File: config.mk
export PLATFORM = sky130hd
export DESIGN_NAME = synth_cfg_loader
export DESIGN_NICKNAME = d
export VERILOG_FILES = /design/src/rtl/scfg_pkg.sv /design/src/rtl/scfg_sync.sv /design/src/rtl/scfg_edge.sv /design/src/rtl/scfg_shift.sv /design/src/rtl/scfg_store.sv /design/src/rtl/scfg_testmux.sv /design/src/rtl/synth_cfg_loader.sv
export SDC_FILE = /design/constraint.sdc
export NUM_CORES = 1
export LEC_CHECK = 0
export ABC_AREA = 1
export BUFFER_PORTS_ARGS = -buffer_cell sky130_fd_sc_hd__buf_2
export CAP_MARGIN = 20
export CORE_ASPECT_RATIO = 0.75
export CORE_UTILIZATION = 30
export CTS_BUF_LIST = sky130_fd_sc_hd__clkbuf_2
export DETAILED_ROUTE_END_ITERATION = 8
export PLACE_DENSITY_LB_ADDON = 0.12
export REMOVE_ABC_BUFFERS = 1
export SLEW_MARGIN = 20
export SYNTH_ARGS = -nofsm -noshare
export SYNTH_HDL_FRONTEND = slang
export SYNTH_SLANG_ARGS = --single-unit
File: constraint.sdc
create_clock -name clk -period 1.9 [get_ports clk]
set_clock_uncertainty 0.15 [all_clocks]
set_input_delay 0.19 -clock clk [delete_from_list [all_inputs] [get_ports clk]]
set_output_delay 0.19 -clock clk [all_outputs]
set_load 0.005 [all_outputs]
File: src/rtl/scfg_pkg.sv
package scfg_pkg;

  localparam int unsigned TSEL_W = 2;

  typedef enum logic [TSEL_W-1:0] {
    TSEL_LOW   = 2'b00,
    TSEL_SDATA = 2'b01,
    TSEL_MDIV  = 2'b10,
    TSEL_FOUT  = 2'b11
  } tsel_e;

  typedef enum logic [1:0] {
    WR_HOLD  = 2'd0,
    WR_PINS  = 2'd1,
    WR_FRAME = 2'd2
  } wr_src_e;

  // A serial write happens on the load strobe edge, or on a shift edge while the strobe is high.
  function automatic logic serial_write(input logic sload_lvl, input logic sload_rise,
                                        input logic sclk_rise);
    return sload_lvl && (sload_rise || sclk_rise);
  endfunction

  function automatic wr_src_e pick_source(input logic par_mode, input logic ser_wr);
    if (par_mode)    return WR_PINS;
    else if (ser_wr) return WR_FRAME;
    else             return WR_HOLD;
  endfunction

endpackage

File: src/rtl/scfg_sync.sv
module scfg_sync #(
  parameter int unsigned      W       = 1,
  parameter int unsigned      STAGES  = 2,
  parameter logic [W-1:0]     RST_VAL = '0
) (
  input  logic         clk,
  input  logic         rst_n,
  input  logic [W-1:0] d,
  output logic [W-1:0] q
);

  generate
    for (genvar b = 0; b < W; b++) begin : g_bit
      logic [STAGES-1:0] chain;
      always_ff @(posedge clk or negedge rst_n) begin
        if (!rst_n) chain <= {STAGES{RST_VAL[b]}};
        else        chain <= {chain[STAGES-2:0], d[b]};
      end
      assign q[b] = chain[STAGES-1];
    end
  endgenerate

endmodule

File: src/rtl/scfg_edge.sv
module scfg_edge #(
  parameter int unsigned  W       = 1,
  parameter logic [W-1:0] RST_VAL = '0
) (
  input  logic         clk,
  input  logic         rst_n,
  input  logic [W-1:0] lvl,
  output logic [W-1:0] rise
);

  logic [W-1:0] prev;

  always_ff @(posedge clk or negedge rst_n) begin
    if (!rst_n) prev <= RST_VAL;
    else        prev <= lvl;
  end

  assign rise = lvl & ~prev;

endmodule

File: src/rtl/scfg_shift.sv
module scfg_shift #(
  parameter int unsigned FRAME = 14
) (
  input  logic             clk,
  input  logic             rst_n,
  input  logic             adv,
  input  logic             din,
  output logic [FRAME-1:0] sr_q,
  output logic [FRAME-1:0] sr_nx
);

  always_comb sr_nx = adv ? {sr_q[FRAME-2:0], din} : sr_q;

  always_ff @(posedge clk or negedge rst_n) begin
    if (!rst_n) sr_q <= '0;
    else        sr_q <= sr_nx;
  end

endmodule

File: src/rtl/scfg_store.sv
module scfg_store
  import scfg_pkg::*;
#(
  parameter int unsigned M_W = 9,
  parameter int unsigned N_W = 2
) (
  input  logic              clk,
  input  logic              rst_n,
  input  logic              par_mode,
  input  logic              sload_lvl,
  input  logic              sload_rise,
  input  logic              sclk_rise,
  input  logic [M_W-1:0]    pin_m,
  input  logic [N_W-1:0]    pin_n,
  input  logic [TSEL_W-1:0] nx_t,
  input  logic [N_W-1:0]    nx_n,
  input  logic [M_W-1:0]    nx_m,
  output logic [M_W-1:0]    m_val,
  output logic [N_W-1:0]    n_val,
  output logic [TSEL_W-1:0] t_val
);

  wr_src_e wr_src;

  always_comb wr_src = pick_source(par_mode, serial_write(sload_lvl, sload_rise, sclk_rise));

  always_ff @(posedge clk or negedge rst_n) begin
    if (!rst_n) begin
      m_val <= '0;
      n_val <= '0;
      t_val <= '0;
    end else begin
      unique case (wr_src)
        WR_PINS: begin
          m_val <= pin_m;
          n_val <= pin_n;
        end
        WR_FRAME: begin
          m_val <= nx_m;
          n_val <= nx_n;
          t_val <= nx_t;
        end
        default: ;
      endcase
    end
  end

endmodule

File: src/rtl/scfg_testmux.sv
module scfg_testmux
  import scfg_pkg::*;
(
  input  logic              par_mode,
  input  logic              mr,
  input  logic [TSEL_W-1:0] tsel,
  input  logic              sdata_s,
  input  logic              mdiv_fb,
  input  logic              fout_clk,
  output logic              test_out
);

  always_comb begin
    test_out = 1'b0;
    if (!par_mode) begin
      unique case (tsel)
        TSEL_LOW:   test_out = 1'b0;
        TSEL_SDATA: test_out = sdata_s;
        TSEL_MDIV:  test_out = mdiv_fb & ~mr;
        TSEL_FOUT:  test_out = fout_clk & ~mr;
        default:    test_out = 1'b0;
      endcase
    end
  end

endmodule

File: src/rtl/synth_cfg_loader.sv
module synth_cfg_loader
  import scfg_pkg::*;
#(
  parameter int unsigned M_W    = 9,
  parameter int unsigned N_W    = 2,
  parameter int unsigned GAP_W  = 1,
  parameter int unsigned STAGES = 2
) (
  input  logic              clk,
  input  logic              rst_n,
  input  logic              mr,
  input  logic              pload_n,
  input  logic [M_W-1:0]    m_pins,
  input  logic [N_W-1:0]    n_pins,
  input  logic              sclk,
  input  logic              sdata,
  input  logic              sload,
  input  logic              mdiv_fb,
  input  logic              fout_clk,
  output logic [M_W-1:0]    m_val,
  output logic [N_W-1:0]    n_val,
  output logic [TSEL_W-1:0] t_val,
  output logic              test_out
);

  // Frame field positions: the last bit shifted lands at bit 0.
  localparam int unsigned M_LSB   = 0;
  localparam int unsigned N_LSB   = M_LSB + M_W;
  localparam int unsigned GAP_LSB = N_LSB + N_W;
  localparam int unsigned T_LSB   = GAP_LSB + GAP_W;
  localparam int unsigned FRAME   = T_LSB + TSEL_W;

  // Synchronized input bundle: {pload_n, sload, sclk, sdata, n_pins, m_pins}
  localparam int unsigned IN_W    = M_W + N_W + 4;
  localparam int unsigned SD_IDX  = M_W + N_W;
  localparam int unsigned SC_IDX  = SD_IDX + 1;
  localparam int unsigned SL_IDX  = SD_IDX + 2;
  localparam int unsigned PL_IDX  = SD_IDX + 3;
  localparam logic [IN_W-1:0] IN_RST = {1'b1, {(IN_W-1){1'b0}}};

  logic [IN_W-1:0]  in_raw, in_s;
  logic [M_W-1:0]   pins_m_s;
  logic [N_W-1:0]   pins_n_s;
  logic             sdata_s, sclk_s, sload_s, pload_s;
  logic             par_mode;
  logic [2:0]       rise;
  logic             sclk_rise, sload_rise, pload_rise;
  logic [FRAME-1:0] sr_q, sr_nx;

  assign in_raw = {pload_n, sload, sclk, sdata, n_pins, m_pins};

  scfg_sync #(.W(IN_W), .STAGES(STAGES), .RST_VAL(IN_RST)) u_sync (
    .clk(clk), .rst_n(rst_n), .d(in_raw), .q(in_s)
  );

  assign pins_m_s = in_s[M_W-1:0];
  assign pins_n_s = in_s[SD_IDX-1:M_W];
  assign sdata_s  = in_s[SD_IDX];
  assign sclk_s   = in_s[SC_IDX];
  assign sload_s  = in_s[SL_IDX];
  assign pload_s  = in_s[PL_IDX];
  assign par_mode = ~pload_s;

  scfg_edge #(.W(3), .RST_VAL(3'b100)) u_edge (
    .clk(clk), .rst_n(rst_n), .lvl({pload_s, sload_s, sclk_s}), .rise(rise)
  );

  assign sclk_rise  = rise[0];
  assign sload_rise = rise[1];
  assign pload_rise = rise[2];

  scfg_shift #(.FRAME(FRAME)) u_shift (
    .clk(clk), .rst_n(rst_n), .adv(sclk_rise), .din(sdata_s), .sr_q(sr_q), .sr_nx(sr_nx)
  );

  scfg_store #(.M_W(M_W), .N_W(N_W)) u_store (
    .clk(clk), .rst_n(rst_n), .par_mode(par_mode),
    .sload_lvl(sload_s), .sload_rise(sload_rise), .sclk_rise(sclk_rise),
    .pin_m(pins_m_s), .pin_n(pins_n_s),
    .nx_t(sr_nx[T_LSB +: TSEL_W]), .nx_n(sr_nx[N_LSB +: N_W]), .nx_m(sr_nx[M_LSB +: M_W]),
    .m_val(m_val), .n_val(n_val), .t_val(t_val)
  );

  scfg_testmux u_mux (
    .par_mode(par_mode), .mr(mr), .tsel(t_val), .sdata_s(sdata_s),
    .mdiv_fb(mdiv_fb), .fout_clk(fout_clk), .test_out(test_out)
  );

endmodule

==> load_flow_metrics.sql, run 1 <==
INSERT INTO impl_metrics (metric_group, metric, value, unit) VALUES
('clocking', 'clkSlewWorstSetupHoldPaths', '0.16', 'ns'),
('clocking', 'total_cts_buffers', '9', ''),
('synthesis', 'synth-warning-count', '0', ''),
('synthesis', 'synth-seq-cells', '59', ''),
('worst_setup_path', 'crit_path_end_kind', 'output pin', ''),
('worst_setup_path', 'start_kind', 'flip-flop', ''),
('place', 'detailedPlacementHpwl', '2370', 'um'),
('routing', 'wl', '3770', 'um'),
('routing', 'drt-pass1-iter-count', '4', ''),
('run_status', 'status', 'finished clean', ''),
('layout', 'finished_cell_area', '2510', 'sq um'),
('worst_setup_path', 'crit_path_cell_trace', 'o21ai_1, nor3_1, buf_2', ''),
('layout', 'antenna_cells_inserted', '0', ''),
('clocking', 'cts_tree', 'done', ''),
('layout', 'layout-area-overhead-vs-synth', '23.7', '%'),
('synthesis', 'ys_seq_area_frac', '0.727', ''),
('place', 'place_ws', '0.210', 'ns'),
('global_route', 'grt_use_total', '0.126', ''),
('sta', 'slew_headroom', '0.718', ''),
('synthesis', 'synth_top_cells_by_area', 'sky130_fd_sc_hd__dfrtp_1 70%, sky130_fd_sc_hd__nand3_1 11%, sky130_fd_sc_hd__nand2_1 7.9%', ''),
('min_path', 'hold_path.class', 'in2async', ''),
('layout', 'post_route_cells_drive_above_1_share', '0.249', ''),
('power_and_ir_drop', 'p_leak', '0.00127', 'uW'),
('routing', 'num_vias', '1365', ''),
('floorplanning', 'num_rows', '25', ''),
('layout', 'mostFrequentLayoutCell', 'sky130_fd_sc_hd__dfrtp_1', ''),
('sta', 'report.final.hold_viol_count', '0', ''),
('global_route', 'total_overflow_reported_by_the_global_router', '0', ''),
('global_route', 'grt_max_degree', '60', ''),
('synthesis', 'post-synth-top-area-fraction', '0.702', ''),
('layout', 'final_cell_mix', '57 x sky130_fd_sc_hd__dfrtp_1, 44 x sky130_fd_sc_hd__nand3_1, 42 x sky130_fd_sc_hd__nand2_1', ''),
('clocking', 'cts.root.buffer_cell', 'sky130_fd_sc_hd__clkbuf_2', ''),
('worst_setup_path', 'worst-path-max-fanout', '4', ''),
('synthesis', 'post_synth_num_cell_types', '19', ''),
('worst_setup_path', 'r2r_slack', '0.26', 'ns'),
('worst_setup_path', 'crit_type', 'reg2out', ''),
('worst_setup_path', 'required', '1.56', 'ns'),
('clocking', 'ctsHtreeMaxLevel', '3', ''),
('routing', 'routedWlPerCell', '12.0', 'um'),
('layout', 'postLayoutCoreUtil', '0.392', ''),
('power_and_ir_drop', 'power', '2340', 'uW'),
('clocking', 'insertion_delay_of_the_later_clocked_pin_in_the_worst_skew_pair', '0.48', 'ns'),
('clocking', 'cts_post_setup_buffers_inserted', '0', ''),
('place', 'placed_cell_area', '2270', 'sq um'),
('place', 'numPortBuffers', '33', ''),
('routing', 'drtIter0Drc', '109', ''),
('sta', 'grt_setup_unrepaired', 'no', ''),
('synthesis', 'netlist_area', '2030', 'sq um'),
('synthesis', 'post-synth-top-area-cell', 'sky130_fd_sc_hd__dfrtp_1', ''),
('synthesis', 'syn_area_per_cell', '11.7', 'sq um'),
('routing', 'avgViaCountPerCell', '4.35', ''),
('layout', 'total_nets_final', '248', ''),
('clocking', 'clock_sinks', '59', ''),
('sta', 'tightest_slew', '0.423', 'ns'),
('global_route', 'first_pass_grt_wire_length', '6620', 'um'),
('global_route', 'antenna_found_initial', '0', ''),
('floorplanning', 'initial_utilization', '0.317', ''),
('power_and_ir_drop', 'power-per-cell-area', '929', 'nW/um^2'),
('routing', 'postRouteAntennaNets', '0', ''),
('synthesis', 'postSynthCellCount', '174', ''),
('floorplanning', 'die_w', '97.1', 'um'),
('sta', 'final-max-slew-violation-count', '0', ''),
('floorplanning', 'core-area', '6410', 'sq um'),
('run', 'max-cap-violations', '0', ''),
('global_route', 'first_global_vias', '1389', ''),
('place', 'routabilityCongestion', '0.790', ''),
('sta', 'finalWorstPathRequiredPeriod', '1.78', 'ns'),
('sta', 'setup_violations', '0', ''),
('routing', 'drc', '0', ''),
('worst_setup_path', 'critical_path.reg2reg.startpoint', 'u_edge.prev[0]', ''),
('sta', 'final_critical_path_setup_slack', '0.119', 'ns');
-- layout make-up --
type	count	area, sq um
Fill cell	657	3900
Multi-Input combinational cell	100	474
Inverter	6	22.5
Sequential cell	59	1480
Timing Repair Buffer	52	360
Clock buffer	12	60.1
Tap cell	81	101
Clock inverter	4	17.5
-- flip-flops by register name, indices dropped and copies added, names as in the netlist --
| signal | flops |
|---|---|
| u_sync.g_bit.chain | 30 |
| u_store.m_val | 9 |
| u_shift.sr_q | 14 |
| u_store.n_val | 2 |
| u_edge.prev | 2 |
| u_store.t_val | 2 |
-- worst max-delay path: cells and delay by family (launching register included) --
kind	cells	cell delay (ns)
AO/OA/AOI/OAI	1	0.08
AND/OR/NAND/NOR	1	0.16
buffers and inverters	1	0.14
flip-flops	1	0.61
-- cells in the mapped netlist --
cell type and n:
sky130_fd_sc_hd__o21ai_0 2, sky130_fd_sc_hd__buf_1 1, sky130_fd_sc_hd__a21oi_1 1, sky130_fd_sc_hd__dfrtp_1 57
sky130_fd_sc_hd__nand2_4 1, sky130_fd_sc_hd__buf_2 3, sky130_fd_sc_hd__nand3_1 44, sky130_fd_sc_hd__inv_2 1
sky130_fd_sc_hd__mux2_4 1, sky130_fd_sc_hd__clkbuf_1 1, sky130_fd_sc_hd__buf_6 2, sky130_fd_sc_hd__buf_4 2
sky130_fd_sc_hd__a21oi_4 1, sky130_fd_sc_hd__dfstp_2 2, sky130_fd_sc_hd__a21oi_2 1, sky130_fd_sc_hd__nor2_1 5
sky130_fd_sc_hd__inv_1 5, sky130_fd_sc_hd__nor3_1 1, sky130_fd_sc_hd__nand2_1 43
-- cell families (layout without fill, tap and decap cells) --
logic type | Yosys count | after routing | synth area share
DFF | 59 | 59 | 0.727
buffers and inverters | 15 | 74 | 0.0406
and+or+nand+nor | 94 | 94 | 0.205
muxes | 1 | 1 | 0.00738
AOI/OAI and AO/OA | 5 | 5 | 0.0197
-- timing repair --
item / 4_1_cts / 5_1_grt
gates resized for setup: 0 / 2
endpoints found under the setup margin: 0 / 3
hold buffers: 16 / 0
endpoints found under the hold margin: 74 / 0
-- layer usage --
layer | GRT usage | share of wire
met3 | 0.0714 | 0.072
met2 | 0.178 | 0.42
met5 | 0 | 0
met4 | 0.0448 | 0.0064
met1 | 0.160 | 0.50
-- where the power goes --
| group | leakage, uW | switching (uW) | internal (uW) |
|---|---|---|---|
| Combinational | 0.000492 | 158 | 129 |
| Sequential | 0.000716 | 67.1 | 1380 |
| Clock | 0.0000608 | 423 | 177 |
-- final timing paths --
kind | to | depth (start not counted)
max in group asynchronous | u_sync.g_bit[14].chain[1] | 3
max reg2reg | u_store.t_val[0] | 6
min in group clk | u_sync.g_bit[13].chain[0] | 2
max | test_out | 3
min reg2reg | u_sync.g_bit[12].chain[1] | 0
min | u_sync.g_bit[8].chain[0] | 3
-- through the flow --
step           hold slack (ns)  cells
2_1_floorplan           -0.256    165
3_3_place_gp            0.0630    282
3_5_place_dp            0.0661    282
4_1_cts                 0.0480    314
5_1_grt                 0.0396    314
6_report                0.0720    314
Power figures use the tool's default switching activity.
==> run 2: changes to the inputs <==
ABC_AREA = unset   (was 1)
clock period = 1.86 ns   (was 1.9 ns; I/O delays follow)
==> load_flow_metrics.sql, run 2 <==
INSERT INTO impl_metrics (metric_group, metric, value, unit) VALUES
('sta', 'grt_setup_unrepaired', 'yes', ''),
('synthesis', 'top_count_cell_post_synth', 'sky130_fd_sc_hd__dfrtp_1', ''),
('routing', 'drt-pass1-iter-count', '4', ''),
('clocking', 'clkSlewWorstSetupHoldPaths', '0.14', 'ns'),
('power_and_ir_drop', 'p_leak', '0.00133', 'uW'),
('layout', 'total_nets_final', '229', ''),
('sta', 'final_hold_slack', '0.204', 'ns'),
('worst_setup_path', 'crit_path_top_delay_cell', 'sky130_fd_sc_hd__dfrtp_1', ''),
('synthesis', 'post_synth_num_cell_types', '20', ''),
('sta', 'finalWorstPathRequiredPeriod', '1.78', 'ns'),
('synthesis', 'ys_seq_area_frac', '0.693', ''),
('synthesis', 'synth-seq-cells', '59', ''),
('synthesis', 'syn_area_per_cell', '14.3', 'sq um'),
('synthesis', 'postSynth.asyncResetShare', '1.00', ''),
('min_path', 'hold_path.class', 'in2reg', ''),
('clocking', 'cts.root.buffer_cell', 'sky130_fd_sc_hd__clkbuf_2', ''),
('routing', 'drc', '0', ''),
('layout', 'layout-area-overhead-vs-synth', '26.5', '%'),
('worst_setup_path', 'crit_path_end_kind', 'output pin', ''),
('synthesis', 'netlist_area', '2130', 'sq um'),
('routing', 'wl', '3830', 'um'),
('layout', 'postLayoutCoreUtil', '0.395', ''),
('clocking', 'cts_tree', 'done', ''),
('floorplanning', 'core-area', '6830', 'sq um'),
('run', 'max-cap-violations', '0', ''),
('synthesis', 'synth_top_cells_by_area', 'sky130_fd_sc_hd__dfrtp_1 67%, sky130_fd_sc_hd__mux2_4 5.6%, sky130_fd_sc_hd__a211o_1 4.5%', ''),
('place', 'place_inst', '264', ''),
('power_and_ir_drop', 'power', '2760', 'uW'),
('global_route', 'grt_max_degree', '40', ''),
('layout', 'mostFrequentLayoutCell', 'sky130_fd_sc_hd__dfrtp_1', ''),
('place', 'routabilityCongestion', '0.663', ''),
('floorplanning', 'floorplan.die.height', '75.1', 'um'),
('synthesis', 'post-synth-top-area-fraction', '0.668', ''),
('global_route', 'first_global_vias', '1399', ''),
('floorplanning', 'num_rows', '26', ''),
('synthesis', 'post-synth-top-area-cell', 'sky130_fd_sc_hd__dfrtp_1', ''),
('layout', 'finalNonFillerCells', '298', ''),
('worst_setup_path', 'worstPathArrival', '1.45', 'ns'),
('clocking', 'clockBufferDepth', '2', ''),
('sta', 'setup_violations', '0', ''),
('sta', 'tightest_slew', '0.464', 'ns'),
('run_status', 'status', 'finished clean', ''),
('layout', 'multiInputGateArea', '577', 'sq um'),
('layout', 'antenna_cells_inserted', '0', ''),
('synthesis', 'postSynthCellCount', '149', ''),
('layout', 'number_of_flip_flops_under_the_largest_register_name', '30', ''),
('floorplanning', 'initial_utilization', '0.312', ''),
('sta', 'report.final.hold_viol_count', '0', ''),
('global_route', 'total_overflow_reported_by_the_global_router', '0', ''),
('worst_setup_path', 'worst_path_largest_cell_delay', '0.42', 'ns'),
('place', 'place_ws', '0.261', 'ns'),
('place', 'numPortBuffers', '33', ''),
('layout', 'post_route_cells_drive_above_1_share', '0.341', ''),
('synthesis', 'netlist_top_cells_count', '57 x sky130_fd_sc_hd__dfrtp_1, 16 x sky130_fd_sc_hd__nand2_1, 12 x sky130_fd_sc_hd__nor3b_1', ''),
('routing', 'num_vias', '1315', ''),
('global_route', 'first_pass_grt_wire_length', '6580', 'um'),
('place', 'detailedPlacementHpwl', '2490', 'um'),
('worst_setup_path', 'crit_path_cell_trace', 'nor2b_4, nor3b_2, o221a_2, buf_2', ''),
('worst_setup_path', 'required', '1.52', 'ns'),
('sta', 'min_period_over_period', '0.959', ''),
('synthesis', 'synthFlopType', 'sky130_fd_sc_hd__dfrtp_1', ''),
('layout', 'fillerInstances', '668', ''),
('worst_setup_path', 'worst-path-max-fanout', '2', ''),
('layout', 'top_register', 'u_sync.g_bit.chain', ''),
('routing', 'avgViaCountPerCell', '4.41', ''),
('clocking', 'total_cts_buffers', '9', ''),
('clocking', 'clock_sinks', '59', ''),
('routing', 'postRouteAntennaNets', '0', ''),
('layout', 'final_cell_mix', '57 x sky130_fd_sc_hd__dfrtp_1, 33 x sky130_fd_sc_hd__buf_2, 17 x sky130_fd_sc_hd__dlygate4sd3_1', ''),
('floorplanning', 'die_w', '99.4', 'um'),
('sta', 'slew_headroom', '0.690', ''),
('floorplanning', 'design.die.area', '7460', 'sq um'),
('routing', 'routedWlPerCell', '12.9', 'um'),
('power_and_ir_drop', 'power-per-cell-area', '1020', 'nW/um^2'),
('global_route', 'antenna_found_initial', '0', ''),
('synthesis', 'synth_edf_count', '0', ''),
('global_route', 'grt_use_total', '0.125', ''),
('clocking', 'insertion_delay_of_the_later_clocked_pin_in_the_worst_skew_pair', '0.46', 'ns'),
('sta', 'final_critical_path_setup_slack', '0.0763', 'ns'),
('worst_setup_path', 'start_kind', 'flip-flop', ''),
('sta', 'final-max-slew-violation-count', '0', ''),
('layout', 'register_area', '1480', 'sq um'),
('synthesis', 'synth-warning-count', '0', ''),
('clocking', 'ctsHtreeMaxLevel', '3', ''),
('layout', 'biggestRegsByFlops', 'u_sync.g_bit.chain (30), u_shift.sr_q (14), u_store.m_val (9)', ''),
('worst_setup_path', 'r2r_slack', '0.25', 'ns'),
('floorplanning', 'top_level_ports', '34', ''),
('power_and_ir_drop', 'ir_worst_vdd', '495', 'uV'),
('routing', 'drtIter0Drc', '53', ''),
('sta', 'fmax', '561', 'MHz'),
('worst_setup_path', 'crit_type', 'reg2out', '');
run 2: changes by cell type after synthesis, sizes merged, moves of 2 or more:
cell    previous run  this run
a211o              0        11
inv                6        11
nand3             44         0
o22ai              0        11
a21oi              3         1
clkbuf             1         4
o21ai              2         0
nand2             44        16
nor3b              0        12
nor2b              0         2
nor2               5         1
mux2               1        15
buf                8         4
run 2: layout make-up:
type | instances | share of cell area
flip-flops and latches | 59 | 0.548
multi-input cells | 71 | 0.214
repair buffers | 57 | 0.156
well taps | 84 | 0.0389
clock buffers | 12 | 0.0222
inverters | 11 | 0.0153
clock inverters | 4 | 0.00649
run 2: kinds of logic after synthesis:
logic type / after synthesis / share of synthesized area
AOI/OAI and AO/OA: 24 / 0.0868
muxes: 15 / 0.0932
buffers and inverters: 19 / 0.0428
and+or+nand+nor: 32 / 0.0844
DFF: 59 / 0.693
run 2: metal layers:
layer,GRT usage,up-vias,share of wire
met4,0.0686,0,0.016
met1,0.146,646,0.47
met2,0.190,25,0.47
met3,0.0650,5,0.052
met5,0,-,0
li1,-,639,-
run 2: final timing paths:
| path | start | endpoint | cells after the start |
|---|---|---|---|
| setup reg to reg | u_edge.prev[0] | u_store.m_val[0] | 4 |
| min in group asynchronous | rst_n | u_sync.g_bit[10].chain[0] | 3 |
| hold / removal | n_pins[1] | u_sync.g_bit[10].chain[0] | 2 |
| setup / recovery | u_store.t_val[0] | test_out | 4 |
| hold reg to reg | u_sync.g_bit[8].chain[0] | u_sync.g_bit[8].chain[1] | 0 |
| max in group asynchronous | rst_n | u_shift.sr_q[7] | 4 |
run 2: metrics by stage:
step / setup TNS [ns] / instance area (sq um)
finish: 0 / 2700
global route: -0.0640 / 2700
CTS: -0.00578 / 2670
detailed placement: 0 / 2420
global placement: 0 / 2420
floorplan: 0 / 2080
run 2: worst max-delay path: cells and delay by family, from the launching register on:
kind / cells / cell delay, ns
flip-flops: 1 / 0.42
buffers and inverters: 1 / 0.10
AND/OR/NAND/NOR: 2 / 0.29
AO/OA/AOI/OAI: 1 / 0.19
run 2: repair_timing:
action,in CTS,in global routing
hold endpoints to repair,74,7
hold buffers,16,1
resized for setup,1,4
setup buffers,1,0
pin swaps,0,2
setup endpoints to repair,1,1
run 2: power by group:
group / switching [uW] / internal (uW)
combinational: 214 / 327
sequential: 118 / 1500
clock: 416 / 181
total: 749 / 2010
==> run 3: changes to the inputs <==
clock period = 2.1 ns   (was 1.86 ns; I/O delays follow)
==> load_flow_metrics.sql, run 3 (synthesized netlist as in run 2, its figures left out) <==
INSERT INTO impl_metrics (metric_group, metric, value, unit) VALUES
('routing', 'drt-pass1-iter-count', '4', ''),
('floorplanning', 'initial_utilization', '0.312', ''),
('global_route', 'first_global_vias', '1396', ''),
('routing', 'postRouteAntennaNets', '0', ''),
('layout', 'final_cell_mix', '57 x sky130_fd_sc_hd__dfrtp_1, 33 x sky130_fd_sc_hd__buf_2, 16 x sky130_fd_sc_hd__nand2_1, 16 x sky130_fd_sc_hd__dlygate4sd3_1, 12 x sky130_fd_sc_hd__nor3b_1', ''),
('place', 'numPortBuffers', '33', ''),
('layout', 'finished_cell_area', '2680', 'sq um'),
('worst_setup_path', 'worst-path-buf-inv', '1', ''),
('worst_setup_path', 'crit_type', 'reg2out', ''),
('worst_setup_path', 'crit_family', 'flip-flops', ''),
('routing', 'drtIter0Drc', '46', ''),
('floorplanning', 'core-area', '6830', 'sq um'),
('worst_setup_path', 'required', '1.74', 'ns'),
('worst_setup_path', 'worst_path_largest_cell_delay', '0.46', 'ns'),
('worst_setup_path', 'crit_path_end_kind', 'output pin', ''),
('clocking', 'clkSlewWorstSetupHoldPaths', '0.16', 'ns'),
('layout', 'total_nets_final', '227', ''),
('clocking', 'clockBufferDepth', '2', ''),
('clocking', 'ctsHtreeMaxLevel', '3', ''),
('layout', 'biggestRegsByFlops', 'u_sync.g_bit.chain (30), u_shift.sr_q (14), u_store.m_val (9)', ''),
('routing', 'drc', '0', ''),
('layout', 'number_of_flip_flops_under_the_largest_register_name', '30', ''),
('power_and_ir_drop', 'p_leak', '0.00132', 'uW'),
('layout', 'post_route_cells_drive_above_1_share', '0.335', ''),
('worst_setup_path', 'start_kind', 'flip-flop', ''),
('sta', 'setup-tns-final', '0', 'ns'),
('sta', 'report.final.hold_viol_count', '0', ''),
('worst_setup_path', 'crit_path_cell_trace', 'nor2b_1, nor3b_1, o221a_2, buf_2', ''),
('run_status', 'status', 'finished clean', ''),
('clocking', 'cts_tree', 'done', ''),
('layout', 'antenna_cells_inserted', '0', ''),
('sta', 'finalWorstPathRequiredPeriod', '1.93', 'ns'),
('clocking', 'insertion_delay_of_the_later_clocked_pin_in_the_worst_skew_pair', '0.47', 'ns'),
('power_and_ir_drop', 'power-per-cell-area', '954', 'nW/um^2'),
('clocking', 'cts.root.buffer_cell', 'sky130_fd_sc_hd__clkbuf_2', ''),
('worst_setup_path', 'worstPathArrival', '1.57', 'ns'),
('sta', 'min_period_over_period', '0.921', ''),
('clocking', 'total_cts_buffers', '9', ''),
('layout', 'mostFrequentLayoutCell', 'sky130_fd_sc_hd__dfrtp_1', ''),
('global_route', 'groute.layer.met2.usage', '0.191', ''),
('place', 'place_ws', '0.489', 'ns'),
('layout', 'postLayoutCoreUtil', '0.392', ''),
('power_and_ir_drop', 'ir_worst_vdd', '340', 'uV'),
('worst_setup_path', 'worst-path-max-fanout', '5', ''),
('floorplanning', 'design.die.area', '7460', 'sq um'),
('sta', 'final_critical_path_setup_slack', '0.166', 'ns'),
('clocking', 'clock_sinks', '59', ''),
('place', 'placed_cell_area', '2410', 'sq um'),
('global_route', 'globalRoute.busiestLayer', 'met2', ''),
('sta', 'fmax', '517', 'MHz'),
('routing', 'avgViaCountPerCell', '4.42', ''),
('routing', 'routedWlPerCell', '13.4', 'um'),
('sta', 'setup_violations', '0', ''),
('global_route', 'antenna_found_initial', '0', ''),
('global_route', 'grt.met3_usage', '0.0669', ''),
('place', 'detailedPlacementHpwl', '2550', 'um'),
('power_and_ir_drop', 'power', '2560', 'uW'),
('layout', 'layout-area-overhead-vs-synth', '25.5', '%'),
('place', 'routabilityCongestion', '0.730', ''),
('floorplanning', 'num_rows', '26', ''),
('layout', 'top_register', 'u_sync.g_bit.chain', ''),
('sta', 'grt_setup_unrepaired', 'no', ''),
('routing', 'num_vias', '1307', ''),
('run', 'max-cap-violations', '0', ''),
('global_route', 'total_overflow_reported_by_the_global_router', '0', ''),
('global_route', 'grt_use_total', '0.128', ''),
('floorplanning', 'top_level_ports', '34', ''),
('sta', 'tightest_slew', '0.550', 'ns'),
('global_route', 'first_pass_grt_wire_length', '6820', 'um'),
('clocking', 'cts_post_setup_buffers_inserted', '0', ''),
('sta', 'slew_headroom', '0.633', ''),
('floorplanning', 'die_w', '99.4', 'um'),
('global_route', 'grt_max_degree', '38', ''),
('global_route', 'globalRouteMet1Util', '0.157', ''),
('worst_setup_path', 'crit_path_top_delay_cell', 'sky130_fd_sc_hd__dfrtp_1', ''),
('min_path', 'hold_path.class', 'in2async', ''),
('routing', 'wl', '3980', 'um'),
('sta', 'final-max-slew-violation-count', '0', ''),
('floorplanning', 'floorplan.die.height', '75.1', 'um');
-- run 3: layout make-up --
| class | count | area [sq um] |
|---|---|---|
| flip-flops and latches | 59 | 1480 |
| well taps | 84 | 105 |
| multi-input cells | 71 | 564 |
| clock buffers | 10 | 50.0 |
| fillers | 676 | 4150 |
| inverters | 11 | 41.3 |
| clock inverters | 6 | 56.3 |
| repair buffers | 55 | 383 |
-- run 3: power by group --
group	switching (uW)	leakage (uW)	internal (uW)
combinational	179	0.000552	264
sequential	114	0.000703	1330
clock	401	0.0000691	270
total	694	0.00132	1860
-- run 3: worst paths after layout --
check,startpoint,to,slack (ns),cells past startpoint
setup reg to reg,u_edge.prev[0],u_store.m_val[3],0.45,4
hold / removal,rst_n,u_sync.g_bit[6].chain[0],0.08,2
hold reg to reg,u_sync.g_bit[4].chain[0],u_sync.g_bit[4].chain[1],0.22,0
max in group asynchronous,rst_n,u_sync.g_bit[14].chain[1],1.06,3
min in group clk,u_sync.g_bit[4].chain[0],u_sync.g_bit[4].chain[1],0.22,0
setup / recovery,u_store.t_val[0],test_out,0.17,4
-- run 3: what timing repair did --
action / CTS / global route
endpoints found under the setup margin: 0 / 0
hold buffers: 16 / 0
resized for setup: 0 / 0
endpoints found under the hold margin: 72 / 0
-- run 3: metrics by stage --
| stage | hold WS (ns) | cells |
|---|---|---|
| 3_5_place_dp | 0.0829 | 264 |
| 2_1_floorplan | -0.236 | 141 |
| 6_report | 0.0828 | 296 |
| 5_1_grt | 0.0757 | 296 |
| 4_1_cts | 0.0442 | 296 |
| 3_3_place_gp | 0.0668 | 264 |
-- run 3: layer usage --
metal,wire (um),vias up,part of all wire
met3,218,7,0.055
li1,-,633,-
met5,0,-,0
met4,65,0,0.016
met2,1780,28,0.45
met1,1910,639,0.48
